`src/rtl/tcs_pkg.sv`:
```
package tcs_pkg;
  typedef enum logic [2:0] {
    ST_IDLE, ST_ADDR, ST_AACK, ST_WDAT, ST_WACK, ST_RDAT, ST_RACK, ST_SKIP
  } bus_st_t;
  localparam int BYTE_W = 8;
  localparam logic [3:0] SETUP_FUNC = 4'b1011;
endpackage

```
`src/rtl/tcs_line_sampler.sv`:
```
module tcs_line_sampler #(
  parameter int SYNC_STAGES = 2
) (
  input  logic clk,
  input  logic rst,
  input  logic scl_i,
  input  logic sda_i,
  output logic scl_s,
  output logic sda_s,
  output logic scl_rise,
  output logic scl_fall,
  output logic start_evt,
  output logic stop_evt
);
  logic [SYNC_STAGES-1:0] scl_q, sda_q;
  logic scl_prev, sda_prev;

  always_ff @(posedge clk) begin
    if (rst) begin
      scl_q    <= '1;
      sda_q    <= '1;
      scl_prev <= 1'b1;
      sda_prev <= 1'b1;
    end else begin
      scl_q    <= {scl_q[SYNC_STAGES-2:0], scl_i};
      sda_q    <= {sda_q[SYNC_STAGES-2:0], sda_i};
      scl_prev <= scl_q[SYNC_STAGES-1];
      sda_prev <= sda_q[SYNC_STAGES-1];
    end
  end

  assign scl_s     = scl_q[SYNC_STAGES-1];
  assign sda_s     = sda_q[SYNC_STAGES-1];
  assign scl_rise  = scl_s & ~scl_prev;
  assign scl_fall  = ~scl_s & scl_prev;
  assign start_evt = scl_s & scl_prev & sda_prev & ~sda_s;
  assign stop_evt  = scl_s & scl_prev & ~sda_prev & sda_s;
endmodule

```
`src/rtl/tcs_cmd_decode.sv`:
```
module tcs_cmd_decode
  import tcs_pkg::*;
#(
  parameter int FUNC_W = 4,
  parameter int PD_W   = 2
) (
  input  logic              clk,
  input  logic              rst,
  input  logic              cmd_valid,
  input  logic [BYTE_W-1:0] cmd_byte,
  input  logic              conv_done,
  output logic [FUNC_W-1:0] func_sel,
  output logic [PD_W-1:0]   pd_pending,
  output logic [PD_W-1:0]   pd_mode,
  output logic              res_8bit,
  output logic              penirq_en,
  output logic              cmd_strobe,
  output logic              setup_seen
);
  localparam int FUNC_LSB = BYTE_W - FUNC_W;
  localparam int PD_LSB   = FUNC_LSB - PD_W;

  logic is_setup;
  assign is_setup = (cmd_byte[BYTE_W-1:FUNC_LSB] == SETUP_FUNC);

  always_ff @(posedge clk) begin
    if (rst) begin
      func_sel   <= '0;
      pd_pending <= '0;
      res_8bit   <= 1'b0;
      cmd_strobe <= 1'b0;
      setup_seen <= 1'b0;
    end else begin
      cmd_strobe <= cmd_valid & ~is_setup;
      setup_seen <= cmd_valid & is_setup;
      if (cmd_valid && !is_setup) begin
        func_sel   <= cmd_byte[BYTE_W-1:FUNC_LSB];
        pd_pending <= cmd_byte[FUNC_LSB-1:PD_LSB];
        res_8bit   <= cmd_byte[PD_LSB-1];
      end
    end
  end

  always_ff @(posedge clk) begin
    if (rst) begin
      pd_mode   <= '0;
      penirq_en <= 1'b1;
    end else if (conv_done) begin
      pd_mode   <= pd_pending;
      penirq_en <= ~pd_pending[0];
    end
  end

  assert_setup_keeps_R7: assert property (@(posedge clk) disable iff (rst)
    (cmd_valid && is_setup) |=> ($stable(func_sel) && $stable(pd_pending) && $stable(res_8bit)));
  assert_pd_deferred_R6: assert property (@(posedge clk) disable iff (rst)
    !conv_done |=> $stable(pd_mode));
  assert_strobe_single_R5: assert property (@(posedge clk) disable iff (rst)
    cmd_strobe |=> !cmd_strobe);
endmodule

```
`src/rtl/touch_cmd_i2c_slave.sv`:
```
module touch_cmd_i2c_slave
  import tcs_pkg::*;
#(
  parameter logic [4:0] ADDR_PREFIX = 5'b10010,
  parameter int STRAP_W     = 2,
  parameter int RESULT_W    = 16,
  parameter int SYNC_STAGES = 2
) (
  input  logic                clk,
  input  logic                rst,
  input  logic                scl_i,
  input  logic                sda_i,
  output logic                sda_pull_low,
  input  logic [STRAP_W-1:0]  strap_i,
  input  logic [RESULT_W-1:0] result_word,
  input  logic                conv_done,
  output logic [3:0]          func_sel,
  output logic [1:0]          pd_pending,
  output logic [1:0]          pd_mode,
  output logic                res_8bit,
  output logic                penirq_en,
  output logic                cmd_strobe,
  output logic                setup_seen
);
  localparam int NBYTES = RESULT_W / BYTE_W;
  localparam int BIDX_W = (NBYTES > 1) ? $clog2(NBYTES) : 1;
  localparam int CNT_W  = $clog2(BYTE_W + 1);

  logic scl_s, sda_s, scl_rise, scl_fall, start_evt, stop_evt;

  tcs_line_sampler #(.SYNC_STAGES(SYNC_STAGES)) u_sampler (
    .clk(clk), .rst(rst), .scl_i(scl_i), .sda_i(sda_i),
    .scl_s(scl_s), .sda_s(sda_s), .scl_rise(scl_rise), .scl_fall(scl_fall),
    .start_evt(start_evt), .stop_evt(stop_evt)
  );

  bus_st_t             state;
  logic [BYTE_W-1:0]   shreg;
  logic [CNT_W-1:0]    bit_cnt;
  logic [RESULT_W-1:0] tx;
  logic [BIDX_W-1:0]   byte_idx;
  logic                rw_read, master_ack, cmd_valid, addr_hit;

  assign addr_hit = (shreg[BYTE_W-1:STRAP_W+1] == ADDR_PREFIX) &&
                    (shreg[STRAP_W:1] == strap_i);

  always_ff @(posedge clk) begin
    if (rst) begin
      state        <= ST_IDLE;
      shreg        <= '0;
      bit_cnt      <= '0;
      tx           <= '0;
      byte_idx     <= '0;
      rw_read      <= 1'b0;
      master_ack   <= 1'b0;
      cmd_valid    <= 1'b0;
      sda_pull_low <= 1'b0;
    end else begin
      cmd_valid <= 1'b0;
      if (start_evt) begin
        state        <= ST_ADDR;
        bit_cnt      <= '0;
        sda_pull_low <= 1'b0;
      end else if (stop_evt) begin
        state        <= ST_IDLE;
        sda_pull_low <= 1'b0;
      end else begin
        case (state)
          ST_ADDR, ST_WDAT: begin
            if (scl_rise) begin
              shreg   <= {shreg[BYTE_W-2:0], sda_s};
              bit_cnt <= bit_cnt + 1'b1;
            end else if (scl_fall && bit_cnt == CNT_W'(BYTE_W)) begin
              bit_cnt <= '0;
              if (state == ST_WDAT) begin
                cmd_valid    <= 1'b1;
                sda_pull_low <= 1'b1;
                state        <= ST_WACK;
              end else if (addr_hit) begin
                rw_read      <= shreg[0];
                sda_pull_low <= 1'b1;
                state        <= ST_AACK;
              end else begin
                state <= ST_SKIP;
              end
            end
          end
          ST_AACK: begin
            if (scl_fall) begin
              bit_cnt <= '0;
              if (rw_read) begin
                tx           <= result_word;
                byte_idx     <= '0;
                sda_pull_low <= ~result_word[RESULT_W-1];
                state        <= ST_RDAT;
              end else begin
                sda_pull_low <= 1'b0;
                state        <= ST_WDAT;
              end
            end
          end
          ST_WACK: begin
            if (scl_fall) begin
              sda_pull_low <= 1'b0;
              state        <= ST_WDAT;
            end
          end
          ST_RDAT: begin
            if (scl_fall) begin
              tx <= {tx[RESULT_W-2:0], 1'b0};
              if (bit_cnt == CNT_W'(BYTE_W - 1)) begin
                bit_cnt      <= '0;
                sda_pull_low <= 1'b0;
                state        <= ST_RACK;
              end else begin
                bit_cnt      <= bit_cnt + 1'b1;
                sda_pull_low <= ~tx[RESULT_W-2];
              end
            end
          end
          ST_RACK: begin
            if (scl_rise) begin
              master_ack <= ~sda_s;
            end else if (scl_fall) begin
              if (master_ack && byte_idx != BIDX_W'(NBYTES - 1)) begin
                byte_idx     <= byte_idx + 1'b1;
                sda_pull_low <= ~tx[RESULT_W-1];
                state        <= ST_RDAT;
              end else begin
                sda_pull_low <= 1'b0;
                state        <= ST_SKIP;
              end
            end
          end
          default: sda_pull_low <= 1'b0;
        endcase
      end
    end
  end

  tcs_cmd_decode u_decode (
    .clk(clk), .rst(rst), .cmd_valid(cmd_valid), .cmd_byte(shreg),
    .conv_done(conv_done), .func_sel(func_sel), .pd_pending(pd_pending),
    .pd_mode(pd_mode), .res_8bit(res_8bit), .penirq_en(penirq_en),
    .cmd_strobe(cmd_strobe), .setup_seen(setup_seen)
  );

  assert_skip_released_R3: assert property (@(posedge clk) disable iff (rst)
    (state == ST_SKIP) |-> !sda_pull_low);
  assert_stop_release_R10: assert property (@(posedge clk) disable iff (rst)
    stop_evt |=> (!sda_pull_low && state == ST_IDLE));
  assert_ack_low_R2: assert property (@(posedge clk) disable iff (rst)
    (state == ST_AACK || state == ST_WACK) |-> sda_pull_low);
  assert_idle_released_R1: assert property (@(posedge clk) disable iff (rst)
    (state == ST_IDLE || state == ST_ADDR) |-> !sda_pull_low);
endmodule

```
`config.mk`:
```
export PLATFORM = sky130hd
export DESIGN_NAME = touch_cmd_i2c_slave
export DESIGN_NICKNAME = d
export VERILOG_FILES = /design/src/rtl/tcs_pkg.sv /design/src/rtl/tcs_line_sampler.sv /design/src/rtl/tcs_cmd_decode.sv /design/src/rtl/touch_cmd_i2c_slave.sv
export SDC_FILE = /design/constraint.sdc
export NUM_CORES = 1
export LEC_CHECK = 0
export CAP_MARGIN = 20
export CORE_MARGIN = 2
export CORE_UTILIZATION = 40
export CTS_CLUSTER_DIAMETER = 100
export DETAILED_ROUTE_END_ITERATION = 6
export REMOVE_ABC_BUFFERS = 1
export SLEW_MARGIN = 20
export SYNTH_ARGS = -nofsm -noshare
export SYNTH_HDL_FRONTEND = slang
export SYNTH_SLANG_ARGS = --single-unit
```
`constraint.sdc`:
```
create_clock -name clk -period 2 [get_ports clk]
set_input_delay 0.2 -clock clk [delete_from_list [all_inputs] [get_ports clk]]
set_output_delay 0.2 -clock clk [all_outputs]
set_load 0.02 [all_outputs]
```
==> impl_metrics.tcl <==
set metrics [dict create \
    status "finished clean" \
    synth.cell_area_mm2 0.002516 \
    clk_pin_slew_ns 0.10 \
    rows 28 \
    yosys_warnings 0 \
    ys_ff_latch 54 \
    synth_top_cell_area_share 0.4296 \
    place_congestion 0.8955 \
    cts_tree "yes" \
    slew_headroom 0.7168 \
    synth_edf_count 0 \
    wirelength_mm 5.789 \
    max_stage_delay_ns 0.53 \
    crit_required_ns 2.21 \
    cts-root-buf "clkbuf_8" \
    io_buffers 35 \
    core-area_mm2 0.005991 \
    dr.first_iter.drc_count 127 \
    fmax_mhz 539.8 \
    yosysUniqueCellTypes 49 \
    crit_chain "nand2b_2 -> nor2_1 -> o32a_1 -> or4_1 -> o211a_1" \
    final_max_slew_viol_count 0 \
    yosysSeqAreaShare 0.4296 \
    grt_pass1_wl_mm 9.853 \
    startpoint_type "flop" \
    end_kind "flop" \
    cellPowerDensity_mw_per_mm2 755.6 \
    grt-ovfl-total 0 \
    dr.pass1.iters 4 \
    track_usage 0.1701 \
    clock-sinks 54 \
    start_util 0.4200 \
    p_total_uw 2361 \
    path_buf_inv 0 \
    hpwl_mm 4.217 \
    yosysMostFrequentCell "dfxtp_1" \
    crit_fanout 8 \
    dieArea_mm2 0.006941 \
    async_flop_share 0 \
    drcViolationCount 0 \
    ir_drop_uv 358.1 \
    path_delay_family "simple AND/OR/NAND/NOR gates" \
    h-tree-depth 2 \
    dr_total_vias 2347 \
    cts_made_buffers 5 \
    p_leak_uw 0.001135 \
    slowest_stage "or4_1" \
    dp_slack_ns 0.1621 \
    area_growth_pct 24.17 \
    antenna_found_initial 0 \
    grt_pass1_vias 2148 \
    synth_commonest_cells "dfxtp_1, nand2_1, nor2_1" \
    finalClockSkew_ns 0.004774 \
    routed_via_density 5.420 \
    finalNetCount 382 \
    fp.dieW_um 83.31 \
    clk_path_buf_depth 2 \
    worstPathArrival_ns 2.06 \
    ant_nets 0 \
    worst_slack_ns 0.1476 \
    netlist_top_cells_area "dfxtp_1, nand2_1, a311oi_1, nor2_1, nand3_1" \
    n_antenna_cell 0 \
    synthFlopType "dfxtp_1" \
    yosys.area.top_type "dfxtp_1" \
    worst_hold_path_type "flop to flop" \
    period_share 0.9262 \
    setup_violations 0 \
    tightest_slew_ns 0.4193 \
    ioPinCount 36 \
    clk_latency_ns 0.30 \
    hold_viol_final 0 \
    fin_crit_ns 1.852 \
    avgSynthCellArea_um2 7.963 \
    synthCells 316 \
    grt_max_degree 33 \
    maxCapViolCount 0 \
    drive_above_1_share 0.1089 \
    rsz0062_at_grt "no" \
    die-height_um 83.31 \
    worstSetupPathType "flop to flop" \
    setup_tns_ns 0 \
    avgRoutedWirePerCell_um 13.37 \
]
==> final cells by class <==
cell class,instances,area (um2)
fillers,588,2867
multi-input cells,230,1285
flip-flops and latches,54,1082
repair buffers,56,520.5
clock buffers,7,96.34
well taps,75,93.84
inverters,10,37.54
clock inverters,1,8.758
==> per-stage QoR <==
step	cells	utilization	instance area (um2)	hold WS, ns
after floorplan	294	-	2404	0.2691
after global placement	425	0.5038	3018	0.3952
after detailed placement	425	0.5038	3018	0.3933
after CTS	433	0.5213	3123	0.4169
after global routing	433	0.5215	3124	0.4324
final	433	0.5215	3124	0.4142
==> registers in the layout (all words and copies together) (netlist names), 2 cells and up <==
register             flops
u_sampler.scl_q          2
u_decode.pd_pending      2
state                    3
u_sampler.sda_q          2
shreg                    8
u_decode.func_sel        4
bit_cnt                  4
u_decode.pd_mode         2
tx                      16
==> worst paths after layout <==
kind | cells after the start | start | end | slack [ns]
setup / recovery | 5 | state[2] | sda_pull_low | 0.15
hold / removal | 1 | u_sampler.sda_q[0] | u_sampler.sda_q[1] | 0.41
setup reg to reg | 5 | state[2] | sda_pull_low | 0.15
hold reg to reg | 1 | u_sampler.sda_q[0] | u_sampler.sda_q[1] | 0.41
==> metal layers <==
layer,share of wire,global-route usage
met1,0.51,0.2422
met2,0.44,0.2654
met3,0.035,0.02783
met4,0.0083,0.04769
met5,0,0
==> power by group <==
part	internal [uW]	switching (uW)	total, uW
clock	318	351	669
combinational	246	292	539
sequential	1100	48.5	1150
==> cell families after synthesis <==
| family | synth area share |
|---|---|
| adder cells (fa/ha/maj) | 0.009944 |
| multiplexers | 0.01591 |
| AND/OR/NAND/NOR | 0.2894 |
| buffers and inverters | 0.05967 |
| AO/OA/AOI/OAI | 0.1850 |
| XOR/XNOR | 0.01044 |
| flip-flops | 0.4296 |
==> cells in the final DEF, fill, tap and decap left out, drive strengths merged, types with 2 or more instances in the layout <==
| cell type | instances |
|---|---|
| dfxtp | 54 |
| nand2 | 51 |
| nor2 | 37 |
| clkdlybuf4s50 | 35 |
| nand3 | 27 |
| a21oi | 21 |
| buf | 21 |
| a311oi | 16 |
| inv | 10 |
| o21ai | 7 |
| nor3 | 7 |
| clkbuf | 7 |
| nand2b | 6 |
| nor2b | 5 |
| or2 | 5 |
| mux2i | 4 |
| and3 | 3 |
| xnor2 | 3 |
| a31oi | 3 |
| nand3b | 2 |
| and3b | 2 |
| o22ai | 2 |
| o211a | 2 |
| nand4 | 2 |
| a211oi | 2 |
| nor3b | 2 |
| ha | 2 |
| or3b | 2 |
==> timing repair <==
| item | in CTS | in global routing |
|---|---|---|
| endpoints found under the setup margin | 0 | 1 |
| setup buffers | 0 | 0 |
| hold buffers | 0 | 0 |
| hold endpoints to repair | 0 | 0 |
| gates resized for setup | 0 | 1 |
(Power assumes the default switching activity.)
